## src/rtl/dtmr_pkg.sv

```systemverilog
package dtmr_pkg;

  // control/status field positions
  localparam int CTRL_W  = 11;
  localparam int B_MODE  = 0;
  localparam int B_DOWN  = 1;
  localparam int B_GEN   = 2;
  localparam int B_CAPT  = 3;
  localparam int B_AREL  = 4;
  localparam int B_LOAD  = 5;
  localparam int B_IE    = 6;
  localparam int B_EN    = 7;
  localparam int B_PEND  = 8;
  localparam int B_PWM   = 9;
  localparam int B_ALL   = 10;

  // word index inside one channel window
  typedef enum logic [1:0] {
    W_CTRL  = 2'd0,
    W_START = 2'd1,
    W_COUNT = 2'd2,
    W_RSVD  = 2'd3
  } word_e;

endpackage

```

## src/rtl/dtmr_decode.sv

```systemverilog
module dtmr_decode
  import dtmr_pkg::*;
#(
  parameter int AW     = 5,
  parameter int NUM_CH = 2
) (
  input  logic              req_valid,
  input  logic              req_write,
  input  logic [AW-1:0]     req_addr,
  output logic [NUM_CH-1:0] wr_sel,
  output logic [NUM_CH-1:0] rd_sel,
  output word_e             word
);

  localparam int IW = AW - 4;

  logic acc_ok;

  // only aligned accesses are decoded
  assign acc_ok = req_valid && (req_addr[1:0] == 2'b00);
  assign word   = word_e'(req_addr[3:2]);

  for (genvar i = 0; i < NUM_CH; i++) begin : g_sel
    logic hit;
    assign hit       = acc_ok && (req_addr[AW-1:4] == IW'(i));
    assign wr_sel[i] = hit && req_write;
    assign rd_sel[i] = hit && !req_write;
  end

endmodule

```

## src/rtl/dtmr_channel.sv

```systemverilog
module dtmr_channel
  import dtmr_pkg::*;
#(
  parameter int DW = 32
) (
  input  logic              clk,
  input  logic              rst_n,
  input  logic              tick,
  input  logic              wr_en,
  input  word_e             word,
  input  logic [DW-1:0]     wdata,
  output logic [CTRL_W-1:0] ctrl_q,
  output logic [DW-1:0]     start_q,
  output logic [DW-1:0]     cnt_q,
  output logic              irq_req
);

  localparam logic [CTRL_W-1:0] PEND_MASK = CTRL_W'(1) << B_PEND;

  logic [CTRL_W-1:0] ctrl_d;
  logic [DW-1:0]     start_d;
  logic [DW-1:0]     cnt_d;
  logic              run_q;
  logic              run_d;
  logic              at_term;
  logic              advance;
  logic              expire;
  logic              pend_keep;

  // terminal count depends on direction
  always_comb begin
    at_term = ctrl_q[B_DOWN] ? (cnt_q == '0) : (cnt_q == '1);
    advance = run_q && tick;
    expire  = advance && at_term;
  end

  // next-state logic: counting first, then a register write overrides
  always_comb begin
    ctrl_d    = ctrl_q;
    start_d   = start_q;
    cnt_d     = cnt_q;
    run_d     = run_q;
    pend_keep = ctrl_q[B_PEND];

    if (advance) begin
      if (at_term) begin
        pend_keep = 1'b1;
        if (ctrl_q[B_AREL]) begin
          cnt_d = start_q;
        end else begin
          run_d = 1'b0;
        end
      end else if (ctrl_q[B_DOWN]) begin
        cnt_d = cnt_q - 1'b1;
      end else begin
        cnt_d = cnt_q + 1'b1;
      end
    end
    ctrl_d[B_PEND] = pend_keep;

    if (wr_en) begin
      unique case (word)
        W_CTRL: begin
          ctrl_d = wdata[CTRL_W-1:0] & ~PEND_MASK;
          // write-one-to-clear, expiry in the same cycle wins
          ctrl_d[B_PEND] = wdata[B_PEND] ? expire : pend_keep;
          if (wdata[B_EN]) begin
            cnt_d = start_q;
            run_d = 1'b1;
          end else begin
            run_d = 1'b0;
            if (wdata[B_LOAD]) begin
              cnt_d = start_q;
            end
          end
        end
        W_START: start_d = wdata;
        default: ;
      endcase
    end
  end

  always_ff @(posedge clk or negedge rst_n) begin
    if (!rst_n) begin
      ctrl_q  <= '0;
      start_q <= '0;
      cnt_q   <= '0;
      run_q   <= 1'b0;
    end else begin
      ctrl_q  <= ctrl_d;
      start_q <= start_d;
      cnt_q   <= cnt_d;
      run_q   <= run_d;
    end
  end

  assign irq_req = ctrl_q[B_PEND] & ctrl_q[B_IE];

endmodule

```

## src/rtl/dtmr_rdmux.sv

```systemverilog
module dtmr_rdmux
  import dtmr_pkg::*;
#(
  parameter int NUM_CH = 2,
  parameter int DW     = 32
) (
  input  logic [NUM_CH-1:0]             rd_sel,
  input  word_e                         word,
  input  logic [NUM_CH-1:0][CTRL_W-1:0] ctrl_all,
  input  logic [NUM_CH-1:0][DW-1:0]     start_all,
  input  logic [NUM_CH-1:0][DW-1:0]     cnt_all,
  output logic [DW-1:0]                 rdata
);

  always_comb begin
    rdata = '0;
    for (int i = 0; i < NUM_CH; i++) begin
      if (rd_sel[i]) begin
        unique case (word)
          W_CTRL:  rdata = rdata | {{(DW-CTRL_W){1'b0}}, ctrl_all[i]};
          W_START: rdata = rdata | start_all[i];
          W_COUNT: rdata = rdata | cnt_all[i];
          default: rdata = rdata;
        endcase
      end
    end
  end

endmodule

```

## src/rtl/dual_timer_unit.sv

```systemverilog
module dual_timer_unit
  import dtmr_pkg::*;
#(
  parameter int NUM_CH = 2,
  parameter int AW     = 5,
  parameter int DW     = 32
) (
  input  logic          clk,
  input  logic          rst_n,
  input  logic          tick,
  input  logic          req_valid,
  input  logic          req_write,
  input  logic [AW-1:0] req_addr,
  input  logic [DW-1:0] req_wdata,
  output logic [DW-1:0] rsp_rdata,
  output logic          irq
);

  logic [NUM_CH-1:0]             wr_sel;
  logic [NUM_CH-1:0]             rd_sel;
  word_e                         word;
  logic [NUM_CH-1:0][CTRL_W-1:0] ctrl_all;
  logic [NUM_CH-1:0][DW-1:0]     start_all;
  logic [NUM_CH-1:0][DW-1:0]     cnt_all;
  logic [NUM_CH-1:0]             irq_req;

  dtmr_decode #(.AW(AW), .NUM_CH(NUM_CH)) u_dec (
    .req_valid (req_valid),
    .req_write (req_write),
    .req_addr  (req_addr),
    .wr_sel    (wr_sel),
    .rd_sel    (rd_sel),
    .word      (word)
  );

  for (genvar i = 0; i < NUM_CH; i++) begin : g_ch
    dtmr_channel #(.DW(DW)) u_chan (
      .clk     (clk),
      .rst_n   (rst_n),
      .tick    (tick),
      .wr_en   (wr_sel[i]),
      .word    (word),
      .wdata   (req_wdata),
      .ctrl_q  (ctrl_all[i]),
      .start_q (start_all[i]),
      .cnt_q   (cnt_all[i]),
      .irq_req (irq_req[i])
    );
  end

  dtmr_rdmux #(.NUM_CH(NUM_CH), .DW(DW)) u_rd (
    .rd_sel    (rd_sel),
    .word      (word),
    .ctrl_all  (ctrl_all),
    .start_all (start_all),
    .cnt_all   (cnt_all),
    .rdata     (rsp_rdata)
  );

  assign irq = |irq_req;

endmodule

```

## config.mk

```make
export PLATFORM = sky130hd
export DESIGN_NAME = dual_timer_unit
export DESIGN_NICKNAME = d
export VERILOG_FILES = /design/src/rtl/dtmr_pkg.sv /design/src/rtl/dtmr_decode.sv /design/src/rtl/dtmr_channel.sv /design/src/rtl/dtmr_rdmux.sv /design/src/rtl/dual_timer_unit.sv
export SDC_FILE = /design/constraint.sdc
export NUM_CORES = 1
export LEC_CHECK = 0
export ABC_AREA = 1
export CORE_MARGIN = 2
export CORE_UTILIZATION = 55
export DETAILED_ROUTE_END_ITERATION = 7
export DONT_BUFFER_PORTS = 1
export GPL_TIMING_DRIVEN = 0
export PLACE_DENSITY = 0.73
export RECOVER_POWER = 50
export SLEW_MARGIN = 0
export SYNTH_ARGS = -nofsm -noshare
export SYNTH_HDL_FRONTEND = slang
export SYNTH_SLANG_ARGS = --single-unit
```

## constraint.sdc

```tcl
create_clock -name clk -period 2.6 [get_ports clk]
set_input_delay 0.13 -clock clk [delete_from_list [all_inputs] [get_ports clk]]
set_output_delay 0.13 -clock clk [all_outputs]
set_load 0.03 [all_outputs]
```

==> results of run 1 <==
[kinds of logic (layout without fill, tap and decap cells)]
kind of cell	count (synthesis)	in the layout	share of synthesized area
AOI/OAI and AO/OA	455	455	0.173
xor gates and xnor gates	31	31	0.0189
adders and majority gates	66	66	0.0587
buffers and inverters	456	529	0.129
DFF	152	152	0.265
muxes	15	15	0.0118
other	0	1	0
and+or+nand+nor	1198	1198	0.344
[state kept, by name, summed over array words and instances (netlist names)]
name,count
g_ch.u_chan.run_q,2
g_ch.u_chan.ctrl_q,22
g_ch.u_chan.cnt_q,64
g_ch.u_chan.start_q,64
[through the flow]
| stage | utilization | std cells | TNS (ps) | setup slack (ps) | area [sq um] |
|---|---|---|---|---|---|
| floorplan | - | 2373 | 0 | 136 | 14300 |
| global route | 0.621 | 2781 | -249 | -53.4 | 16000 |
| detailed placement | 0.572 | 2709 | -15960 | -507 | 14800 |
| CTS | 0.608 | 2775 | 0 | 10.9 | 15700 |
| finish | 0.621 | 2782 | 0 | 54.7 | 16000 |
| global placement | 0.571 | 2708 | -24690 | -689 | 14700 |
[worst min path at each step]
stage	slack, ps	startpoint	end
3_5_place_dp	-160	rst_n	g_ch[0].u_chan.start_q[3]$_DFFE_PN0P_
3_3_place_gp	-160	rst_n	g_ch[0].u_chan.cnt_q[3]$_DFF_PN0_
4_1_cts	-620	rst_n	g_ch[0].u_chan.cnt_q[4]$_DFF_PN0_
5_1_grt	-630	rst_n	g_ch[0].u_chan.cnt_q[7]$_DFF_PN0_
6_report	-620	rst_n	g_ch[0].u_chan.start_q[3]$_DFFE_PN0P_
2_1_floorplan	-170	rst_n	g_ch[0].u_chan.cnt_q[0]$_DFF_PN0_
[cell usage in the layout, fill, tap and decap left out, types with 6 or more instances in the layout]
master         instances
o21ai_2                9
nand2_1              810
nor2_2                18
o221ai_1               8
buf_6                  9
clkinv_1               6
a21oi_2               25
o22ai_1               28
xor2_1                26
nand3_1              103
dlygate4sd3_1         33
nor2_4                 6
nor3_1                24
nor2_1               145
dfrtp_1              150
mux2_2                15
ha_2                   8
nand3b_1               9
o21ai_1               28
o21bai_1               6
clkbuf_16             17
o211ai_1              22
o21ai_0              150
a21oi_1              168
inv_1                343
nand2_2               21
inv_2                 16
clkbuf_1              49
buf_4                 12
buf_2                 16
nand4_1               50
ha_1                  52
[metal layers]
metal	routed length, microns	up-vias	part of all wire	global-route usage
met5	57	-	0.0011	0.0133
met3	3520	171	0.067	0.0495
met4	3200	4	0.061	0.211
met1	20700	7298	0.39	0.473
li1	-	7733	-	-
met2	25300	748	0.48	0.657
[power groups by stage]
stage	Combinational (mW)	Clock [mW]	Sequential [mW]
after floorplan	8.12	0	3.68
after global placement	10.4	0	4.07
after detailed placement	10.6	0	4.09
after CTS	10.7	2.44	4.05
after global routing	12.9	2.55	4.14
final	11.5	2.45	4.08
[timing repair]
action | 4_1_cts | 5_1_grt
setup buffers | 1 | 6
pin swaps | 0 | 3
gates cloned | 0 | 0
endpoints found under the hold margin | 239 | 152
endpoints found under the setup margin | 61 | 47
gates resized for setup | 11 | 71
[layout make-up]
type / instances / area (sq um)
fillers: 2605 / 9790
multi-input cells: 1765 / 8960
flip-flops and latches: 152 / 3810
inverters: 370 / 1400
repair buffers: 41 / 455
plain buffers: 86 / 440
clock buffers: 18 / 429
well taps: 335 / 419
clock inverters: 14 / 133
diodes: 1 / 2.50
==> flow_summary_export.csv, run 1 <==
group,metric,value,unit
status,status,"complete, but fails checks",
status,violations,"DRC, hold timing",
floorplan,row_count,59,
grt,overflow,0,
hold_path,hold_path_class,"primary input to async pin",
worst_setup_path,crit_arrival,2900,ps
worst_setup_path,startpoint,"g_ch[0].u_chan.ctrl_q[1]$_DFFE_PN0P_",
worst_setup_path,regToRegSetupSlack,50,ps
yosys,yosysTopAreaCellShare,0.265,
floorplan,core,25800,sq um
cts,clock_latency,440,ps
detailed_routing,via_per_inst,5.73,
detailed_routing,vias,15954,
worst_setup_path,path_cells,"buf_16 -> ha_2 -> nand2_1 -> nor2_2 -> nand2_1 -> nand3_1 -> nand3_1 -> nand3_1 -> nand3_1 -> nand2_1 -> nand2_1 -> a21oi_1",
cts,cts_buffers,17,
worst_setup_path,path_class,"flop to flop",
worst_setup_path,cp-start-kind,"flop",
worst_setup_path,r2r_start,"g_ch[0].u_chan.ctrl_q[1]$_DFFE_PN0P_",
worst_setup_path,endpoint,"g_ch[0].u_chan.cnt_q[28]$_DFF_PN0_",
cells_and_area,drive_above_1_share,0.0871,
place,dp_hpwl,40.7,mm
yosys,synthFlopType,"dfrtp_1",
cells_and_area,area_growth,12.0,%
timing,rsz0062_at_grt,"yes",
yosys,synth_edf_count,0,
timing,drv_slew,0,
yosys,async_flop_share,1.00,
grt,grt_max_degree,153,
power_and_ir_drop,ir_drop,728,uV
detailed_routing,drtPass1Iterations,8,
power_and_ir_drop,power_frac_clock,0.136,
grt,antenna_found_initial,1,
yosys,ys_top_cells_by_area,"dfrtp_1, nand2_1, inv_1",
yosys,synth_cell_types,48,
power_and_ir_drop,switching_share,0.538,
power_and_ir_drop,p_sw,9.69,mW
worst_setup_path,critPathCaptureType,"flop",
cells_and_area,nets,2541,
yosys,synth.most_common_cell,"nand2_1",
worst_setup_path,cp_max_fo,16,
timing,fmaxAchievable,393,MHz
detailed_routing,dr.first_iter.drc_count,1817,
grt,grt_pass1_wl,80.7,mm
floorplan,die_h,165,microns
cts,cts.sinks,152,
cts,cts_tree,"built",
worst_setup_path,cpLargestDelayFamily,"simple AND/OR/NAND/NOR gates",
worst_setup_path,cpPeakStageDelay,560,ps
worst_setup_path,slowest_stage,"dfrtp_4",
worst_setup_path,reg2reg_depth,12,
worst_setup_path,r2r-end,"g_ch[0].u_chan.cnt_q[28]$_DFF_PN0_",
yosys,synth_warnings,0,
floorplan,io_pins,75,
power_and_ir_drop,intPower,8.31,mW
yosys,syn_area_per_cell,6.04,sq um
timing,finalCritPeriodShare,0.979,
power_and_ir_drop,total_power,18.0,mW
cts,htree_levels,4,
timing,setup_viol,0,
run,maxCapViolCount,0,
detailed_routing,drcViolationCount,1,
worst_setup_path,critPathRequiredTime,2960,ps
floorplan,die_x,165,microns
worst_setup_path,critPathBufInv,1,
detailed_routing,wl_per_cell,19.0,microns
yosys,synth_common_cells,"nand2_1, inv_1, a21oi_1",
yosys,synth_seq_area_share,0.265,
yosys,post-synth-top-area-cell,"dfrtp_1",
timing,holdWs,-619,ps
grt,grt_pass1_vias,14970,
power_and_ir_drop,p_comb_frac,0.637,
cts,clk_pin_slew,80,ps
detailed_routing,totalWireLength,52.9,mm
yosys,synthesis.area,14300,sq um
floorplan,initial_core_util,0.555,
cts,cts_root_buf,"clkbuf_16",
timing,max-slew-margin-rel,0.390,
timing,worst_pin_slew,914,ps
cts,ctsHoldBuffers,33,
worst_setup_path,crit_cells,12,
grt,grt_usage,0.386,
yosys,syn-num-nets,2481,
yosys,ys_ff_latch,152,
place,gp_congestion,0.983,
place,port_buffers,0,
timing,fin_skew,22.3,ps
detailed_routing,drtAntennaViolNets,0,
power_and_ir_drop,p_leak,8.24,nW
timing,finalCriticalPeriod,2550,ps
floorplan,dieArea,27400,sq um
power_and_ir_drop,power.share.sequential,0.226,
power_and_ir_drop,power_density,1120,nW/um^2
timing,hold_viol,152,
cts,cts_buffer_depth,2,
yosys,synth_cells,2373,
Power figures use the tool's default switching activity.
==> run 2: changes to the inputs <==
- CORE_MARGIN: 2 -> 10
- CORE_UTILIZATION: 55 -> 39
- PLACE_DENSITY: 0.73 -> not set
==> run 2 against run 1 <==
  * Largest power group unchanged
  * Clock power rose by 14%
  * Global-route usage decreased by 14 points
  * The run ends with hold timing left
  * Core utilization decreased by 17 points
  * Non-clock buffer count rose by 2
  * Power up 2.0%
  * Count of clock-buffer cells in the layout rose by 4
==> flow_summary_export.csv, run 2 (same netlist as run 1, synthesis figures left out) <==
group,metric,value,unit
cells_and_area,insertedDiodeCount,0,
floorplan,die_x,212,microns
cells_and_area,nets,2543,
status,status,"complete, but fails checks",
grt,antenna_found_initial,1,
worst_setup_path,cp_max_fo,19,
worst_setup_path,crit_arrival,2900,ps
worst_setup_path,path_class,"flop to flop",
cells_and_area,final_cell_mix,"nand2_1, inv_1, a21oi_1",
timing,drv_slew,0,
cts,cts_root_buf,"clkbuf_16",
cells_and_area,drive_above_1_share,0.0850,
detailed_routing,drcViolationCount,0,
cts,ctsHoldBuffers,33,
cts,htree_levels,4,
cts,cts_buffer_depth,2,
timing,max-slew-margin-rel,0.430,
timing,worst_pin_slew,858,ps
cells_and_area,fillers,3924,
power_and_ir_drop,p_leak,8.28,nW
timing,setup_viol,0,
cells_and_area,final_common_cell,"nand2_1",
cells_and_area,fin_cells,2916,
place,dp_hpwl,43.3,mm
worst_setup_path,cp-start-kind,"flop",
grt,grt_pass1_vias,14759,
worst_setup_path,critPathRequiredTime,2970,ps
run,maxCapViolCount,0,
timing,finalCriticalPeriod,2530,ps
cells_and_area,largest_registers,"g_ch.u_chan.cnt_q x64, g_ch.u_chan.start_q x64, g_ch.u_chan.ctrl_q x22",
grt,overflow,0,
timing,fmaxAchievable,395,MHz
cells_and_area,final-seq-area,3810,sq um
detailed_routing,totalWireLength,55.6,mm
hold_path,hold_path_class,"primary input to async pin",
power_and_ir_drop,power_density,1130,nW/um^2
cts,cts_buffers,17,
detailed_routing,drtAntennaViolNets,0,
cells_and_area,area_growth,13.6,%
timing,finalCritPeriodShare,0.974,
grt,grt_pass1_wl,84.6,mm
floorplan,io_pins,75,
detailed_routing,vias,15747,
floorplan,core,36400,sq um
detailed_routing,wl_per_cell,19.1,microns
detailed_routing,drtPass1Iterations,5,
place,gp_congestion,1.00,
floorplan,die_h,212,microns
timing,hold_viol,152,
cells_and_area,final_util,0.447,
detailed_routing,dr.first_iter.drc_count,1467,
status,violations,"hold timing",
place,port_buffers,0,
grt,grt_max_degree,153,
cells_and_area,multi_input_area,8950,sq um
cts,cts_tree,"built",
cts,clk_pin_slew,60,ps
floorplan,row_count,70,
cts,clock_latency,450,ps
worst_setup_path,critPathCaptureType,"flop",
power_and_ir_drop,ir_drop,617,uV
detailed_routing,via_per_inst,5.40,
grt,grt_usage,0.243,
timing,holdWs,-616,ps
cts,cts.sinks,152,
timing,fin_skew,8.15,ps
floorplan,initial_core_util,0.393,
place,dp_cells,2842,
floorplan,dieArea,44800,sq um
timing,rsz0062_at_grt,"yes",
==> run 2: repair_timing <==
item                       CTS  global route
hold endpoints to repair   239           152
cloned                       0             0
pin swaps                    0             5
resized for setup           18            53
setup endpoints to repair   70            36
setup buffers                2             7
==> run 2: per-stage QoR <==
stage	hold WS [ps]	total power, mW	setup slack, ps	TNS (ps)	area, sq um
after floorplan	-166	11.8	136	0	14300
after detailed placement	-158	14.8	-525	-17010	14900
after CTS	-625	17.7	11.9	0	16000
after global routing	-630	20.1	-66.1	-207	16300
final	-616	18.4	68.4	0	16300
after global placement	-159	14.7	-664	-25800	14900
==> run 2: path summary, 6_finish.rpt <==
| check | slack (ps) | from | cells past startpoint | to |
|---|---|---|---|---|
| setup / recovery | 70 | g_ch[0].u_chan.ctrl_q[1]$_DFFE_PN0P_ | 12 | g_ch[0].u_chan.cnt_q[19]$_DFF_PN0_ |
| hold / removal | -620 | rst_n | 0 | g_ch[0].u_chan.cnt_q[7]$_DFF_PN0_ |
| setup reg to reg | 70 | g_ch[0].u_chan.ctrl_q[1]$_DFFE_PN0P_ | 12 | g_ch[0].u_chan.cnt_q[19]$_DFF_PN0_ |
| hold reg to reg | 490 | g_ch[1].u_chan.ctrl_q[10]$_DFFE_PN0P_ | 2 | g_ch[1].u_chan.ctrl_q[10]$_DFFE_PN0P_ |
| max in group asynchronous | 2910 | rst_n | 0 | g_ch[0].u_chan.cnt_q[21]$_DFF_PN0_ |
| min in group clk | 80 | req_write | 4 | g_ch[0].u_chan.ctrl_q[5]$_DFFE_PN0P_ |
==> run 2: worst max-delay path, stage by stage (launching register included) <==
cell and delay [ps]:
dfrtp_4 510, buf_16 170, ha_1 370, nand2_1 130
nor2_2 200, inv_1 70, nor2_2 170, nand4_1 200
nand4_1 150, nand3_1 170, nand2_1 100, nand2_1 50
a21oi_1 140
==> run 2: area by class of cell <==
cell class	count	share of cell area
multi-input combinational	1765	0.550
sequential	152	0.234
inverter	370	0.0857
tap	468	0.0360
clock buffer	22	0.0297
timing repair buffer	43	0.0274
buffer	86	0.0271
clock inverter	10	0.0101
==> run 2: where the power goes <==
part	total [mW]	switching (mW)	internal [mW]	leakage (nW)
Combinational	11.5	7.52	3.95	6.23
Clock	2.79	1.08	1.71	0.309
Sequential	4.09	1.02	3.08	1.74
Total	18.4	9.61	8.74	8.28
==> run 2: routing by layer <==
| metal | GRT usage | up-vias | share of wire |
|---|---|---|---|
| li1 | - | 7722 | - |
| met1 | 0.301 | 7254 | 0.42 |
| met2 | 0.410 | 642 | 0.48 |
| met3 | 0.0257 | 127 | 0.055 |
| met4 | 0.121 | 2 | 0.051 |
| met5 | 0 | - | 0.00023 |
==> run 3: changes to the inputs <==
- clock period: 2.6 -> 3.15 ns (I/O delays scaled with it)
==> run 3 against run 2 <==
  * The run still ends with hold timing left
  * Die area unchanged
  * Critical endpoint unchanged
  * Global-route usage about the same
  * Clock power down 17%
  * First-iteration DRC count up 4.7%
  * Clock skew up 0.91 ps
  * Flip-flop and latch count unchanged
==> flow_summary_export.csv, run 3 (same netlist as run 1, synthesis figures left out) <==
group,metric,value,unit
timing,setup_tns,0,ps
power_and_ir_drop,intPower,7.02,mW
power_and_ir_drop,p_sw,7.78,mW
power_and_ir_drop,p_comb_frac,0.614,
place,port_buffers,0,
timing,worst_pin_slew,1030,ps
cts,clk_pin_slew,70,ps
grt,grt_pass1_vias,14723,
timing,holdWs,-584,ps
floorplan,io_pins,75,
timing,fmaxAchievable,357,MHz
worst_setup_path,critPathRequiredTime,3510,ps
status,status,"complete, but fails checks",
cts,cts.sinks,152,
cells_and_area,nets,2534,
timing,finalCriticalPeriod,2800,ps
grt,antenna_found_initial,1,
cts,cts_buffer_depth,2,
detailed_routing,vias,15677,
detailed_routing,wl_per_cell,18.9,microns
power_and_ir_drop,total_power,14.8,mW
detailed_routing,dr.first_iter.drc_count,1536,
worst_setup_path,cp_max_fo,19,
detailed_routing,drcViolationCount,0,
power_and_ir_drop,power_frac_clock,0.156,
cts,htree_levels,4,
cells_and_area,largest_registers,"g_ch.u_chan.cnt_q x64, g_ch.u_chan.start_q x64, g_ch.u_chan.ctrl_q x22",
cells_and_area,final_common_cell,"nand2_1",
timing,setup_viol,0,
worst_setup_path,cp-start-kind,"flop",
timing,drv_slew,0,
timing,finalWorstSetupSlack,348,ps
detailed_routing,via_per_inst,5.39,
timing,finalCritPeriodShare,0.889,
cells_and_area,area_growth,10.9,%
cts,cts_buffers,17,
grt,grt_pass1_wl,84.4,mm
run,maxCapViolCount,0,
timing,hold_viol,152,
detailed_routing,totalWireLength,54.8,mm
cells_and_area,drive_above_1_share,0.0549,
cells_and_area,final_cell_mix,"nand2_1, inv_1, a21oi_1",
worst_setup_path,crit_arrival,3170,ps
detailed_routing,drtAntennaViolNets,0,
timing,fin_skew,9.06,ps
timing,max-slew-margin-rel,0.318,
cts,cts_tree,"built",
hold_path,hold_path_class,"primary input to async pin",
power_and_ir_drop,power_density,931,nW/um^2
cts,ctsHoldBuffers,33,
grt,grt_max_degree,153,
worst_setup_path,critPathCaptureType,"flop",
place,gp_congestion,1.00,
worst_setup_path,path_class,"flop to flop",
power_and_ir_drop,ir_drop,435,uV
cts,post_cts_buffers,0,
grt,grt_usage,0.242,
cts,cts_root_buf,"clkbuf_16",
power_and_ir_drop,switching_share,0.526,
power_and_ir_drop,p_leak,8.22,nW
cts,clock_latency,450,ps
floorplan,die_h,212,microns
grt,overflow,0,
place,dp_hpwl,43.3,mm
floorplan,row_count,70,
cells_and_area,insertedDiodeCount,0,
floorplan,initial_core_util,0.393,
timing,rsz0062_at_grt,"no",
floorplan,die_x,212,microns
detailed_routing,drtPass1Iterations,5,
status,violations,"hold timing",
place,dp_slack,25.2,ps
floorplan,dieArea,44800,sq um
floorplan,core,36400,sq um
power_and_ir_drop,power.share.sequential,0.230,
==> run 3: cell count changes in the layout (fill, tap and decap cells not counted), sizes merged <==
cell	change
buf	-10
clkbuf	+1
==> run 3: repair_timing <==
| item | CTS | global route |
|---|---|---|
| hold endpoints to repair | 238 | 152 |
| resized for setup | 1 | 1 |
| setup endpoints to repair | 2 | 2 |
==> run 3: worst paths after layout <==
path                                                        from                                     to  slack, ps  cells past startpoint
min reg2reg                g_ch[1].u_chan.ctrl_q[10]$_DFFE_PN0P_  g_ch[1].u_chan.ctrl_q[10]$_DFFE_PN0P_        490                      2
max reg2reg                 g_ch[0].u_chan.ctrl_q[1]$_DFFE_PN0P_     g_ch[0].u_chan.cnt_q[19]$_DFF_PN0_        350                     12
max in group asynchronous                                  rst_n     g_ch[0].u_chan.cnt_q[21]$_DFF_PN0_       3380                      0
min in group clk                                    req_wdata[8]     g_ch[0].u_chan.ctrl_q[8]$_DFF_PN0_         20                      3
min                                                        rst_n      g_ch[0].u_chan.cnt_q[7]$_DFF_PN0_       -580                      0
max                         g_ch[0].u_chan.ctrl_q[1]$_DFFE_PN0P_     g_ch[0].u_chan.cnt_q[19]$_DFF_PN0_        350                     12
==> run 3: power groups by stage <==
stage	Sequential [mW]	Combinational [mW]	Clock (mW)
floorplan	3.04	6.70	0
global placement	3.40	8.73	0
detailed placement	3.40	8.81	0
CTS	3.37	8.93	2.32
global route	3.48	10.3	2.39
finish	3.41	9.08	2.31
==> run 3: per-stage QoR <==
stage                     hold slack (ps)  area, sq um  std cells   util
after floorplan                      -138        14300       2373      -
after global routing                 -601        15900       2907  0.436
final                                -584        15900       2907  0.436
after detailed placement             -131        14900       2842  0.410
after CTS                            -598        15900       2907  0.437
after global placement               -132        14900       2841  0.409
==> run 3: critical path, cell delays in order (launching register included) <==
cell	delay, ps
dfrtp_2	590
buf_16	250
ha_1	360
nand2_1	120
nor2_1	250
inv_1	70
nor2_1	230
nand4_1	220
nand4_1	150
nand3_1	170
nand2_1	100
nand2_1	50
a21oi_1	140
==> run 3: layer usage <==
metal,up-vias,GRT usage,share of wire,wire (microns)
met2,621,0.407,0.48,26000
met5,-,0,0.00024,13
li1,7710,-,-,-
met4,2,0.124,0.051,2800
met3,119,0.0238,0.052,2870
met1,7225,0.303,0.42,23100
==> run 3: cell type report <==
class | count | area, sq um
multi-input combinational | 1765 | 8660
tap | 468 | 586
clock buffer | 22 | 484
buffer | 86 | 440
sequential | 152 | 3810
fill | 3956 | 20500
inverter | 370 | 1400
timing repair buffer | 34 | 358
clock inverter | 10 | 165
